`src/rtl/uart_pin_pkg.sv`:
```
package uart_pin_pkg;

    typedef enum logic [1:0] {
        MF_OP2  = 2'b00,
        MF_BAUD = 2'b01,
        MF_RXRDY = 2'b10,
        MF_RSVD = 2'b11
    } mf_sel_e;

    typedef struct packed {
        logic irq;
        logic irq_oe;
        logic txrdy_n;
        logic rxrdy_n;
        logic mf;
    } pins_t;

    localparam pins_t PINS_RESET = '{irq: 1'b0, irq_oe: 1'b0, txrdy_n: 1'b1,
                                     rxrdy_n: 1'b1, mf: 1'b1};

endpackage

```
`src/rtl/ucsp_irq_gate.sv`:
```
module ucsp_irq_gate #(
    parameter int N_SRC = 4
) (
    input  logic [N_SRC-1:0] ier,
    input  logic [N_SRC-1:0] src,
    input  logic             gate,
    output logic             irq
);
    logic [N_SRC-1:0] hit;

    for (genvar i = 0; i < N_SRC; i++) begin : g_src
        assign hit[i] = ier[i] & src[i];
    end

    assign irq = gate & (|hit);
endmodule

```
`src/rtl/ucsp_dma_ready.sv`:
```
module ucsp_dma_ready #(
    parameter int DEPTH = 16,
    parameter int CNT_W = $clog2(DEPTH + 1)
) (
    input  logic [CNT_W-1:0] tx_count,
    input  logic [CNT_W-1:0] rx_count,
    input  logic [CNT_W-1:0] rx_trig,
    input  logic             dma_mode,
    output logic             txrdy_n,
    output logic             rxrdy_n
);
    localparam logic [CNT_W-1:0] FULL = CNT_W'(DEPTH);

    logic tx_empty, tx_room, rx_any, rx_trig_hit;

    always_comb begin
        tx_empty    = (tx_count == '0);
        tx_room     = (tx_count < FULL);
        rx_any      = (rx_count != '0);
        rx_trig_hit = rx_any && (rx_count >= rx_trig);
        if (dma_mode) begin
            txrdy_n = ~tx_room;
            rxrdy_n = ~rx_trig_hit;
        end else begin
            txrdy_n = ~tx_empty;
            rxrdy_n = ~rx_any;
        end
    end
endmodule

```
`src/rtl/ucsp_mf_mux.sv`:
```
module ucsp_mf_mux
    import uart_pin_pkg::*;
(
    input  mf_sel_e sel,
    input  logic    op2,
    input  logic    baud,
    input  logic    rxrdy_n,
    output logic    mf
);
    always_comb begin
        unique case (sel)
            MF_OP2:   mf = op2;
            MF_BAUD:  mf = baud;
            MF_RXRDY: mf = rxrdy_n;
            default:  mf = 1'b1;
        endcase
    end
endmodule

```
`src/rtl/uart_pin_ctrl.sv`:
```
module uart_pin_ctrl
    import uart_pin_pkg::*;
#(
    parameter int DEPTH = 16,
    parameter int N_SRC = 4,
    parameter int CNT_W = $clog2(DEPTH + 1)
) (
    input  logic             clk,
    input  logic             rst,
    input  logic [CNT_W-1:0] tx_count,
    input  logic [CNT_W-1:0] rx_count,
    input  logic [CNT_W-1:0] rx_trig,
    input  logic             dma_mode,
    input  logic [N_SRC-1:0] ier,
    input  logic [N_SRC-1:0] irq_src,
    input  logic             mcr_irq_en,
    input  logic [1:0]       mf_sel,
    input  logic             baud16,
    output logic             irq_o,
    output logic             irq_oe,
    output logic             txrdy_n,
    output logic             rxrdy_n,
    output logic             mf_o
);
    pins_t pins_d, pins_q;
    logic  irq_c, txrdy_c, rxrdy_c, mf_c;

    ucsp_irq_gate #(.N_SRC(N_SRC)) u_irq (
        .ier  (ier),
        .src  (irq_src),
        .gate (mcr_irq_en),
        .irq  (irq_c)
    );

    ucsp_dma_ready #(.DEPTH(DEPTH), .CNT_W(CNT_W)) u_rdy (
        .tx_count (tx_count),
        .rx_count (rx_count),
        .rx_trig  (rx_trig),
        .dma_mode (dma_mode),
        .txrdy_n  (txrdy_c),
        .rxrdy_n  (rxrdy_c)
    );

    ucsp_mf_mux u_mf (
        .sel     (mf_sel_e'(mf_sel)),
        .op2     (~mcr_irq_en),
        .baud    (baud16),
        .rxrdy_n (rxrdy_c),
        .mf      (mf_c)
    );

    always_comb begin
        pins_d         = pins_q;
        pins_d.irq     = irq_c;
        pins_d.irq_oe  = mcr_irq_en;
        pins_d.txrdy_n = txrdy_c;
        pins_d.rxrdy_n = rxrdy_c;
        pins_d.mf      = mf_c;
    end

    always_ff @(posedge clk) begin
        if (rst) pins_q <= PINS_RESET;
        else     pins_q <= pins_d;
    end

    assign irq_o   = pins_q.irq;
    assign irq_oe  = pins_q.irq_oe;
    assign txrdy_n = pins_q.txrdy_n;
    assign rxrdy_n = pins_q.rxrdy_n;
    assign mf_o    = pins_q.mf;
endmodule

```
`config.mk`:
```
export PLATFORM = sky130hd
export DESIGN_NAME = uart_pin_ctrl
export DESIGN_NICKNAME = d
export VERILOG_FILES = /design/src/rtl/uart_pin_pkg.sv /design/src/rtl/ucsp_irq_gate.sv /design/src/rtl/ucsp_dma_ready.sv /design/src/rtl/ucsp_mf_mux.sv /design/src/rtl/uart_pin_ctrl.sv
export SDC_FILE = /design/constraint.sdc
export NUM_CORES = 1
export LEC_CHECK = 0
export ABC_AREA = 1
export BUFFER_PORTS_ARGS = -buffer_cell sky130_fd_sc_hd__buf_2
export CORE_AREA = 2 2 39 41
export DETAILED_ROUTE_END_ITERATION = 16
export DIE_AREA = 0 0 41 43
export PLACE_DENSITY = 0.71
export SYNTH_ARGS = -nofsm -noshare
export SYNTH_HDL_FRONTEND = slang
export SYNTH_HIERARCHICAL = 1
export SYNTH_SLANG_ARGS = --single-unit
```
`constraint.sdc`:
```
create_clock -name clk -period 1.5 [get_ports clk]
set_input_delay 0.3 -clock clk [delete_from_list [all_inputs] [get_ports clk]]
set_output_delay 0.3 -clock clk [all_outputs]
set_load 0.01 [all_outputs]
```
# Yosys cells after proc, flatten, opt, wreduce, memory -nomap -nowiden
# Index checks and enable logic that the tools add are counted.
word_totals:
  register_bits: 5
  inputBits: 30
  out_inout_bits: 5
classes:
  order_cmp: 2
  eq_ne: 2
  muxes: 3
  bitwise: 10
  n_reduce_logical: 5
op_table:
  columns: ["cell", "count"]
  rows:
  - ["AND 1 bit", 5]
  - [">= comparator 5 bit", 1]
  - ["logical NOT 5 bit", 1]
  - ["< comparator 5 bit, second input constant", 1]
  - ["NOT 1 bit", 5]
  - ["nonzero test 5 bit", 1]
  - ["OR reduction 4 bit", 1]
  - ["one-hot mux 1 bit (3 select lines)", 1]
  - ["== test 2 x 1 -> 1 bit, second input constant", 1]
  - ["== test 2 bit, second input constant", 1]
  - ["logical NOT 2 bit", 1]
  - ["two-way mux 1 bit", 2]
  - ["logical AND 1 bit", 1]

# Longest topological paths before layout
# Gate-level depths: netlist of the first run.
depth:
  ltp_word: 5
  mapped_depth: 11

# Cells and area by module
# The synthesis of the first run kept the hierarchy.
modules_own_cells:
  columns: ["mod", "n_inst", "cells_per_inst", "area_each_um2"]
  rows:
  - ["ucsp_dma_ready", 1, 37, 187.7]
  - ["uart_pin_ctrl", 1, 16, 141.4]
  - ["ucsp_irq_gate", 1, 9, 33.8]
  - ["ucsp_mf_mux", 1, 5, 21.3]

# Least setup slack after synthesis of the first run
# OpenSTA, ideal clock, no wires.
synth_timing:
  path_type: "input port to flip-flop"
  from: "in rx_trig[4]"
  to: "reg pins_q, in the netlist mf_o"
  setup_ns: 0.112
  arrival_ns: 1.119
  required_time_ns: 1.388
  path_slack_ns: 0.269
  cell_stages: 11
  n_path_buf: 0
  path_cell_list: "inv_1 > ha_1 > nand2_1 > inv_1 > nand3_1 > nand3_1 > nand2_1 > o21ai_1 > nand3_1 > inv_1 > nand2_1"
synth_between:
  elab_chain_len: 5
synth_rtl:
  columns: ["item", "line_no", "source"]
  rows:
  - ["start: declaration", "uart_pin_ctrl.sv:12", "input logic [CNT_W-1:0] rx_trig,"]
  - [">= comparator 5 bit", "ucsp_dma_ready.sv:20", "rx_trig_hit = rx_any && (rx_count >= rx_trig);"]
  - ["logical AND 1 bit", "ucsp_dma_ready.sv:20", null]
  - ["NOT 1 bit", "ucsp_dma_ready.sv:23", "rxrdy_n = ~rx_trig_hit;"]
  - ["two-way mux 1 bit", "ucsp_dma_ready.sv:21", "if (dma_mode) begin"]
  - ["via rxrdy_c", "uart_pin_ctrl.sv:26", "logic irq_c, txrdy_c, rxrdy_c, mf_c;"]
  - ["one-hot mux 1 bit (3 select lines)", "ucsp_mf_mux.sv:11", "unique case (sel)"]
  - ["via mf_c", "uart_pin_ctrl.sv:26", null]
  - ["end signal: assignment", "uart_pin_ctrl.sv:63", "else pins_q <= pins_d;"]
  - ["end: declaration", "uart_pin_ctrl.sv:25", "pins_t pins_d, pins_q;"]
# The timed path passes the listed nets, and every way through them passes these cells.
# A chain may end at the register's enable or synchronous reset.

# Worst setup path after layout of the first run
layout_timing:
  from: "in rx_count[4]"
  to: "reg pins_q, in the netlist mf_o"
layout_between:
  elab_chain_len: 5
  elab_cells_between_ends: 7
  cone_classes: "1 x order compare; 2 x mux; 2 x bitwise; 2 x reduce/logical"
layout_rtl:
  columns: ["item", "line_no", "source"]
  rows:
  - ["start: declaration", "uart_pin_ctrl.sv:11", "input logic [CNT_W-1:0] rx_count,"]
  - [">= comparator 5 bit / nonzero test 5 bit (equally long branches)", "ucsp_dma_ready.sv:20, ucsp_dma_ready.sv:19", null]
  - ["logical AND 1 bit", "ucsp_dma_ready.sv:20", null]
  - ["NOT 1 bit", "ucsp_dma_ready.sv:23", null]
  - ["two-way mux 1 bit *", "ucsp_dma_ready.sv:21", null]
  - ["via rxrdy_c", "uart_pin_ctrl.sv:26", null]
  - ["one-hot mux 1 bit (3 select lines) *", "ucsp_mf_mux.sv:11", null]
  - ["via mf_c", "uart_pin_ctrl.sv:26", null]
# Mark *: on every way through the listed nets, which the timed path passes. The rest lies on a longest branch.

==> results of run 1 <==
## worst max path at each step
stage	cells after the start	startpoint	slack, ns	end
final	11	rx_count[4]	0.35	mf_o
after global routing	12	rx_count[0]	0.24	mf_o
after CTS	11	rx_count[4]	0.34	mf_o
after detailed placement	11	rx_count[4]	0.1	mf_o
after global placement	11	rx_count[4]	0.12	mf_o
after floorplan	11	rx_trig[4]	0.27	mf_o
## registers in the layout, summed over array words and instances (netlist names)
| signal | cells |
|---|---|
| irq_oe | 1 |
| mf_o | 1 |
| irq_o | 1 |
| rxrdy_n | 1 |
| txrdy_n | 1 |
## worst max-delay path, stage by stage
cell and delay [ns]:
buf_2 0.11, ha_1 0.28, nand2_1 0.05, inv_1 0.06, nand3_1 0.06, nand3_1 0.06, nand2_1 0.07, o21ai_1 0.12
nand3_1 0.07, inv_1 0.05, nand2_1 0.04
## cells by family after synthesis
| group | count (synthesis) | synth area share |
|---|---|---|
| buffers and inverters | 18 | 0.1759 |
| AND/OR/NAND/NOR | 37 | 0.3746 |
| adder cells (fa/ha/maj) | 5 | 0.1629 |
| flip-flops | 5 | 0.2606 |
| AO/OA/AOI/OAI | 2 | 0.02603 |
## metal layers
metal  wire length, um  GRT usage
met3                60          0
met1               308     0.1175
met2               414     0.1844
met5                 0          0
met4                14     0.1000
## area by class of cell
type | instances | share of cell area
clock buffers | 4 | 0.04375
inverters | 18 | 0.1125
multi-input cells | 44 | 0.3604
flip-flops and latches | 5 | 0.1667
well taps | 16 | 0.03333
repair buffers | 34 | 0.2833
## power by group through the flow
stage	clock network (mW)	logic [mW]	registers, mW
floorplan	0	0.0499	0.152
global placement	0	0.109	0.146
detailed placement	0	0.112	0.146
CTS	0.157	0.112	0.144
global route	0.165	0.131	0.145
finish	0.152	0.110	0.144
## layout by cell type (no fill, tap or decap), types with 3 or more instances in the layout
cell type	count
buf_2	34
nand2_1	23
inv_1	17
nor2_1	10
dfxtp_1	5
ha_1	5
clkbuf_4	3
nand3_1	3
## metrics by stage
step / cell area [um^2] / instances / hold WS, ns / total power [mW] / util
after floorplan: 384.1 / 67 / 0.3712 / 0.2018 / -
after global placement: 574.3 / 117 / 0.5021 / 0.2555 / 0.4150
after detailed placement: 574.3 / 117 / 0.5072 / 0.2581 / 0.4150
after CTS: 600.6 / 121 / 0.2580 / 0.4130 / 0.4340
after global routing: 600.6 / 121 / 0.2638 / 0.4415 / 0.4340
final: 600.6 / 121 / 0.2598 / 0.4055 / 0.4340
==> results.json, run 1 <==
{
  "run_status": "complete, no violations",
  "antenna_found_initial": 0,
  "syn_area_per_cell_um2": 5.733,
  "switchingPower_mw": 0.1058,
  "yosys-top-cells-count": "23 x nand2_1, 17 x inv_1, 10 x nor2_1",
  "critPathRequiredTime_ns": 1.63,
  "power_frac_comb": 0.271,
  "clock_path_buffers": 2,
  "ys_ff_latch": 5,
  "yosys.area.top_type": "dfxtp_1",
  "multiInputGateArea_um2": 216.5,
  "synth_area_leaders": "dfxtp_1 26%, nand2_1 22%, inv_1 17%",
  "grt_pass1_wl_mm": 1.366,
  "path_class": "primary input to flop",
  "yosysUniqueCellTypes": 10,
  "syn_nets": 102,
  "layout-drive-gt1-share": 0.3619,
  "crit_path_start_kind": "primary input",
  "vias_per_cell": 3.909,
  "hold_end": "irq_o",
  "max_slew_margin": 0.8987,
  "num-fill-cells": 148,
  "syn_inst": 67,
  "yosysWarnings": 6,
  "wirelength_um": 799,
  "power_frac_clock": 0.374,
  "peakVddDrop_uv": 184.3,
  "postCtsSetupBuffers": 0,
  "synth_top_area_share": 0.2606,
  "async_reset_ff_frac": 0,
  "worst-path-max-fanout": 2,
  "rsz0062_at_grt": "no",
  "io_pins": 35,
  "worstPathArrival_ns": 1.28,
  "finalSetupViolCount": 0,
  "place_hpwl_um": 734.2,
  "dr.pass1.iters": 2,
  "wl_per_cell_um": 6.603,
  "post_cts_resized": 0,
  "cap_violations": 0,
  "htree_levels": 1,
  "cts_hold_buf": 0,
  "core-area_um2": 1384,
  "rows": 14,
  "regArea_um2": 100.1,
  "p_int_mw": 0.2997,
  "min_from": "rst",
  "worstSetupEndpointType": "flop",
  "hold_viol_final": 0,
  "tightest_slew_ns": 0.1508,
  "root_buffer": "clkbuf_4",
  "track_usage": 0.1110,
  "synth-main-ff-cell": "dfxtp_1",
  "n_antenna_cell": 0,
  "timing.fmax_mhz": 869.1,
  "grt_max_degree": 4,
  "overflow": 0,
  "hold_path_class": "primary input to flop",
  "clkTransAtPathRegs_ns": 0.04,
  "period_share": 0.7671,
  "swShare": 0.2608,
  "slew_viol_final": 0,
  "vias": 473,
  "numPortBuffers": 34,
  "antenna_left": 0,
  "area_delta_synth_final_pct": 56.35,
  "p_seq_frac": 0.355,
  "synth_most_common_cell": "nand2_1",
  "gp_congestion": 0.7257,
  "fp.dieW_um": 41,
  "start_util": 0.2776,
  "grt_pass1_vias": 427,
  "fin_ws_ns": 0.3494,
  "ys_seq_area_frac": 0.2606,
  "tns_ns": 0,
  "die_area_um2": 1763,
  "cts.sinks": 5,
  "power_leakage_nw": 0.4076,
  "cts_buffers": 3,
  "synth-edff-count": 0,
  "pre_cts_ws_ns": 0.09609,
  "die_h_um": 43,
  "nNetsFinal": 141,
  "post-route-min-period_ns": 1.151,
  "drtIter0Drc": 2,
  "syn_area_um2": 384.1,
  "drc_errors": 0,
  "cts_tree": "built",
  "whs_path_depth": 2,
  "cellPowerDensity_nw_per_um2": 675.1
}
(Power assumes the default switching activity.)
==> run 2: changes to the inputs <==
PLACE_DENSITY = 0.73   (was 0.71)
clock period = 0.9 ns   (was 1.5 ns; I/O delays follow)
==> run 2 against run 1 <==
Against the previous run:
- the run now ends with negative setup slack left
- sequential cell count stayed put
- clock power is 68% higher
- combinational power is 150% higher
- count of clock-buffer cells in the layout stayed put
- largest cell class unchanged
- largest power group is now combinational cells
==> results.json, run 2 (synthesis gave the netlist of run 1 again) <==
{
  "slew_viol_final": 0,
  "tns_ns": -0.05954,
  "rows": 14,
  "io_pins": 35,
  "worstSetupEndpointType": "flop",
  "tightest_slew_ns": 0.1604,
  "max_stage_delay_ns": 0.25,
  "drtIter0Drc": 3,
  "die_area_um2": 1763,
  "layout_commonest_cell": "buf_2",
  "final_cell_mix": "25 x buf_2, 18 x nand2_1, 10 x inv_1, 10 x nor2_1, 8 x buf_6",
  "cap_violations": 0,
  "grt_pass1_vias": 481,
  "worstPathArrival_ns": 1.09,
  "path_class": "primary input to flop",
  "finish.utilization": 0.5470,
  "top_layer": "met3",
  "power_leakage_nw": 0.4352,
  "pre_cts_ws_ns": -0.3515,
  "track_usage": 0.1323,
  "wl_met3_um": 70,
  "fin_area_um2": 757.0,
  "cts_tree": "built",
  "cts.sinks": 5,
  "overflow": 0,
  "drc_errors": 0,
  "gp_congestion": 0.6146,
  "root_buffer": "clkbuf_4",
  "area_delta_synth_final_pct": 97.07,
  "dr.pass1.iters": 2,
  "placed_area_um2": 629.4,
  "grt_pass1_wl_mm": 1.614,
  "violations": "negative setup slack",
  "cp-startpoint": "rx_count[3]",
  "cts_buffers": 3,
  "hold_viol_final": 0,
  "start_util": 0.2776,
  "htree_levels": 1,
  "fin_ws_ns": -0.05954,
  "slowest_stage": "ha_4",
  "clkTransAtPathRegs_ns": 0.04,
  "multiInputGateArea_um2": 292.8,
  "period_share": 1.066,
  "core-area_um2": 1384,
  "cellPowerDensity_nw_per_um2": 1014,
  "die_h_um": 43,
  "rsz0062_at_grt": "yes",
  "peakVddDrop_uv": 338.3,
  "fp.dieW_um": 41,
  "numPortBuffers": 34,
  "hold_path_class": "primary input to flop",
  "timing.fmax_mhz": 1042,
  "wl_per_cell_um": 7.439,
  "grt_max_degree": 4,
  "post-route-min-period_ns": 0.9595,
  "layout-drive-gt1-share": 0.5514,
  "wirelength_um": 915,
  "run_status": "finished with violations",
  "num-fill-cells": 142,
  "regArea_um2": 100.1,
  "max_slew_margin": 0.8922,
  "dr_wl_met2_um": 550,
  "worst-path-max-fanout": 2,
  "vias_per_cell": 4.073,
  "vias": 501,
  "wl_met1_um": 295,
  "nNetsFinal": 143,
  "endpoint": "mf_o",
  "finalSetupViolCount": 1,
  "n_antenna_cell": 0,
  "critPathRequiredTime_ns": 1.03,
  "crit_path_start_kind": "primary input",
  "antenna_found_initial": 0,
  "power_mw": 0.7675,
  "clock_path_buffers": 2,
  "worstPathCellList": "buf_8 > ha_4 > nand2_2 > inv_2 > nand3_2 > nand3_2 > nand2_2 > o21ai_2 > nand3_1 > inv_1 > nand2_1",
  "cts_hold_buf": 0,
  "place_hpwl_um": 797.1,
  "antenna_left": 0
}
[run 2: cell types whose count changed in the layout (fill, tap and decap cells not counted), sizes merged]
cell / delta
buf: +2
[run 2: stage by stage]
step                      instances  hold slack (ns)
after floorplan                  67           0.2512
after global placement          119           0.3825
after detailed placement        119           0.3863
after CTS                       123           0.1224
after global routing            123           0.1234
final                           123           0.1365
[run 2: worst min path at each step]
| stage | startpoint | cells after the start | to |
|---|---|---|---|
| 4_1_cts | rst | 2 | irq_o |
| 3_3_place_gp | rst | 2 | irq_o |
| 5_1_grt | rst | 2 | irq_o |
| 2_1_floorplan | rst | 1 | irq_o |
| 6_report | rst | 2 | irq_o |
| 3_5_place_dp | rst | 2 | irq_o |
[run 2: where the power goes]
| part | internal [mW] | leakage, nW | switching [mW] |
|---|---|---|---|
| sequential | 0.237 | 0.0417 | 0.00284 |
| clock | 0.167 | 0.0150 | 0.0884 |
| combinational | 0.153 | 0.379 | 0.119 |
[run 2: routing by layer]
metal,GRT usage,up-vias
met2,0.2406,18
met1,0.1182,209
met5,0,-
met3,0.01571,0
li1,-,274
met4,0.1000,0
[run 2: final cells by class]
type,count,area share
inverter,18,0.09587
clock buffer,4,0.03471
multi-input combinational,44,0.3868
sequential,5,0.1322
tap,16,0.02645
timing repair buffer,36,0.3240
[run 2: worst max-delay path: cells and delay by family]
family,cells,cell delay (ns)
compound gates,1,0.10
fa+ha+maj,1,0.25
buf+inv,3,0.21
simple gates,6,0.35
[run 2: timing repair]
item | CTS | global route
pin swaps | 9 | 10
setup buffers | 0 | 0
resized for setup | 17 | 11
hold endpoints to repair | 0 | 0
endpoints found under the setup margin | 2 | 2
==> run 3: changes to the inputs <==
CAP_MARGIN = 20   (was not set)
CORE_AREA = not set   (was 2 2 39 41)
CORE_MARGIN = 2   (was not set)
CORE_UTILIZATION = 27   (was not set)
DIE_AREA = not set   (was 0 0 41 43)
PLACE_DENSITY = 0.7   (was 0.73)
==> run 3 against run 2 <==
Against the previous run:
- the run still ends with negative setup slack left
- sequential power about the same
- design area is 1.2% higher
- maximum frequency is 5.0% lower
- setup slack lost 0.051 ns
- highest routed layer unchanged
- combinational power shrank 1%
- critical path type unchanged
- power down 1.5%
- via count increased by 1.0%
- cell count down 0.81%
- global-route usage shrank 2.1 points
- sequential share of layout area down 0.15 points
==> results.json, run 3 (synthesis gave the netlist of run 1 again) <==
{
  "die_h_um": 41.72,
  "timing.fmax_mhz": 990.0,
  "place_hpwl_um": 804.7,
  "antenna_left": 0,
  "vias_per_cell": 4.148,
  "dr.pass1.iters": 1,
  "nNetsFinal": 143,
  "fin_ws_ns": -0.1101,
  "post-route-min-period_ns": 1.010,
  "track_usage": 0.1115,
  "vias": 506,
  "run_status": "finished with violations",
  "max_stage_delay_ns": 0.26,
  "grt_use_met2": 0.2188,
  "numPortBuffers": 34,
  "power_frac_clock": 0.330,
  "power_mw": 0.7561,
  "hold_slack_ns": 0.1482,
  "wirelength_um": 949,
  "cap_violations": 0,
  "worstPathCellList": "buf_6 > ha_4 > nand2_1 > inv_1 > nand3_2 > nand3_2 > nand2_2 > o21ai_1 > nand3_1 > inv_1 > nand2_1",
  "period_share": 1.122,
  "path_class": "primary input to flop",
  "overflow": 0,
  "fp.dieW_um": 41.72,
  "tns_ns": -0.1101,
  "clkTransAtPathRegs_ns": 0.04,
  "num-fill-cells": 129,
  "cp.depth": 11,
  "crit_path_start_kind": "primary input",
  "p_int_mw": 0.5558,
  "swShare": 0.2649,
  "cts_hold_buf": 0,
  "violations": "negative setup slack",
  "cellPowerDensity_nw_per_um2": 987.4,
  "cts.sinks": 5,
  "root_buffer": "clkbuf_4",
  "hold_viol_final": 0,
  "cts_buffers": 3,
  "switchingPower_mw": 0.2003,
  "min_from": "rst",
  "die_area_um2": 1741,
  "max_slew_margin": 0.9022,
  "slowest_stage": "ha_4",
  "grt_pass1_wl_mm": 1.566,
  "postCtsSetupBuffers": 0,
  "clock_path_buffers": 2,
  "slew_viol_final": 0,
  "core-area_um2": 1318,
  "grt_util_met3": 0.01739,
  "finalSetupViolCount": 1,
  "dp.cells": 118,
  "area_delta_synth_final_pct": 99.35,
  "p_seq_frac": 0.317,
  "cp-startpoint": "rx_count[2]",
  "worst-path-max-fanout": 2,
  "pre_cts_ws_ns": -0.3669,
  "wl_per_cell_um": 7.779,
  "grt_max_degree": 4,
  "layout-drive-gt1-share": 0.5140,
  "n_antenna_cell": 0,
  "antenna_found_initial": 0,
  "start_util": 0.2915,
  "grt_pass1_vias": 448,
  "path_buf_inv": 3,
  "power_leakage_nw": 0.4363,
  "instances_no_fill": 122,
  "tightest_slew_ns": 0.1456,
  "worstSetupEndpointType": "flop",
  "cts_tree": "built",
  "gp_congestion": 0.7021,
  "layout_commonest_cell": "buf_2",
  "final_cell_mix": "24 x buf_2, 21 x nand2_1, 11 x inv_1",
  "critPathRequiredTime_ns": 1.03,
  "peakVddDrop_uv": 310.3,
  "whs_path_depth": 2,
  "io_pins": 35,
  "busiest_layer": "met2",
  "rsz0062_at_grt": "yes",
  "power_frac_comb": 0.353,
  "rows": 13,
  "hold_end": "irq_o",
  "grt_use_met1": 0.1088,
  "worstPathArrival_ns": 1.14,
  "hold_path_class": "primary input to flop",
  "htree_levels": 1,
  "drc_errors": 0,
  "crit_family": "simple AND/OR/NAND/NOR gates",
  "drtIter0Drc": 0
}
==> run 3: cell types whose count changed in the layout (fill, tap and decap cells not counted) <==
cell     change
nand2_1      +3
nand2_2      -3
inv_2        -2
buf_2        -1
buf_6        +1
ha_1         -1
ha_4         +1
inv_1        +1
inv_4        +1
o21ai_1      +1
o21ai_2      -1
==> run 3: worst max path at each step <==
stage / slack [ns] / to
3_5_place_dp: -0.37 / mf_o
5_1_grt: -0.19 / mf_o
2_1_floorplan: -0.18 / mf_o
3_3_place_gp: -0.33 / mf_o
4_1_cts: -0.10 / mf_o
6_report: -0.11 / mf_o
==> run 3: repair_timing <==
item                                    CTS  global route
endpoints found under the setup margin    1             1
pin swaps                                 0            13
gates resized for setup                   9            17
==> run 3: per-layer routing <==
layer,vias to the layer above,share of wire
li1,273,-
met1,214,0.35
met2,19,0.58
met3,0,0.070
met4,0,0
met5,-,0
==> run 3: through the flow <==
step	utilization	instance area [um^2]
final	0.5812	765.7
after global routing	0.5812	765.7
after CTS	0.5271	694.4
after detailed placement	0.4767	628.1
after global placement	0.4767	628.1
after floorplan	-	424.2
==> run 3: final cells by class <==
class | instances | area (um^2) | area share
inverter | 18 | 75.07 | 0.09804
timing repair buffer | 36 | 251.5 | 0.3284
tap | 15 | 18.77 | 0.02451
multi-input combinational | 44 | 294.0 | 0.3840
clock buffer | 4 | 26.28 | 0.03431
sequential | 5 | 100.1 | 0.1307
==> run 3: power groups by stage <==
stage	combinational, mW	sequential (mW)	clock [mW]
6_report	0.267	0.240	0.249
5_1_grt	0.303	0.241	0.277
4_1_cts	0.231	0.240	0.261
3_5_place_dp	0.214	0.244	0
3_3_place_gp	0.207	0.244	0
2_1_floorplan	0.0934	0.253	0
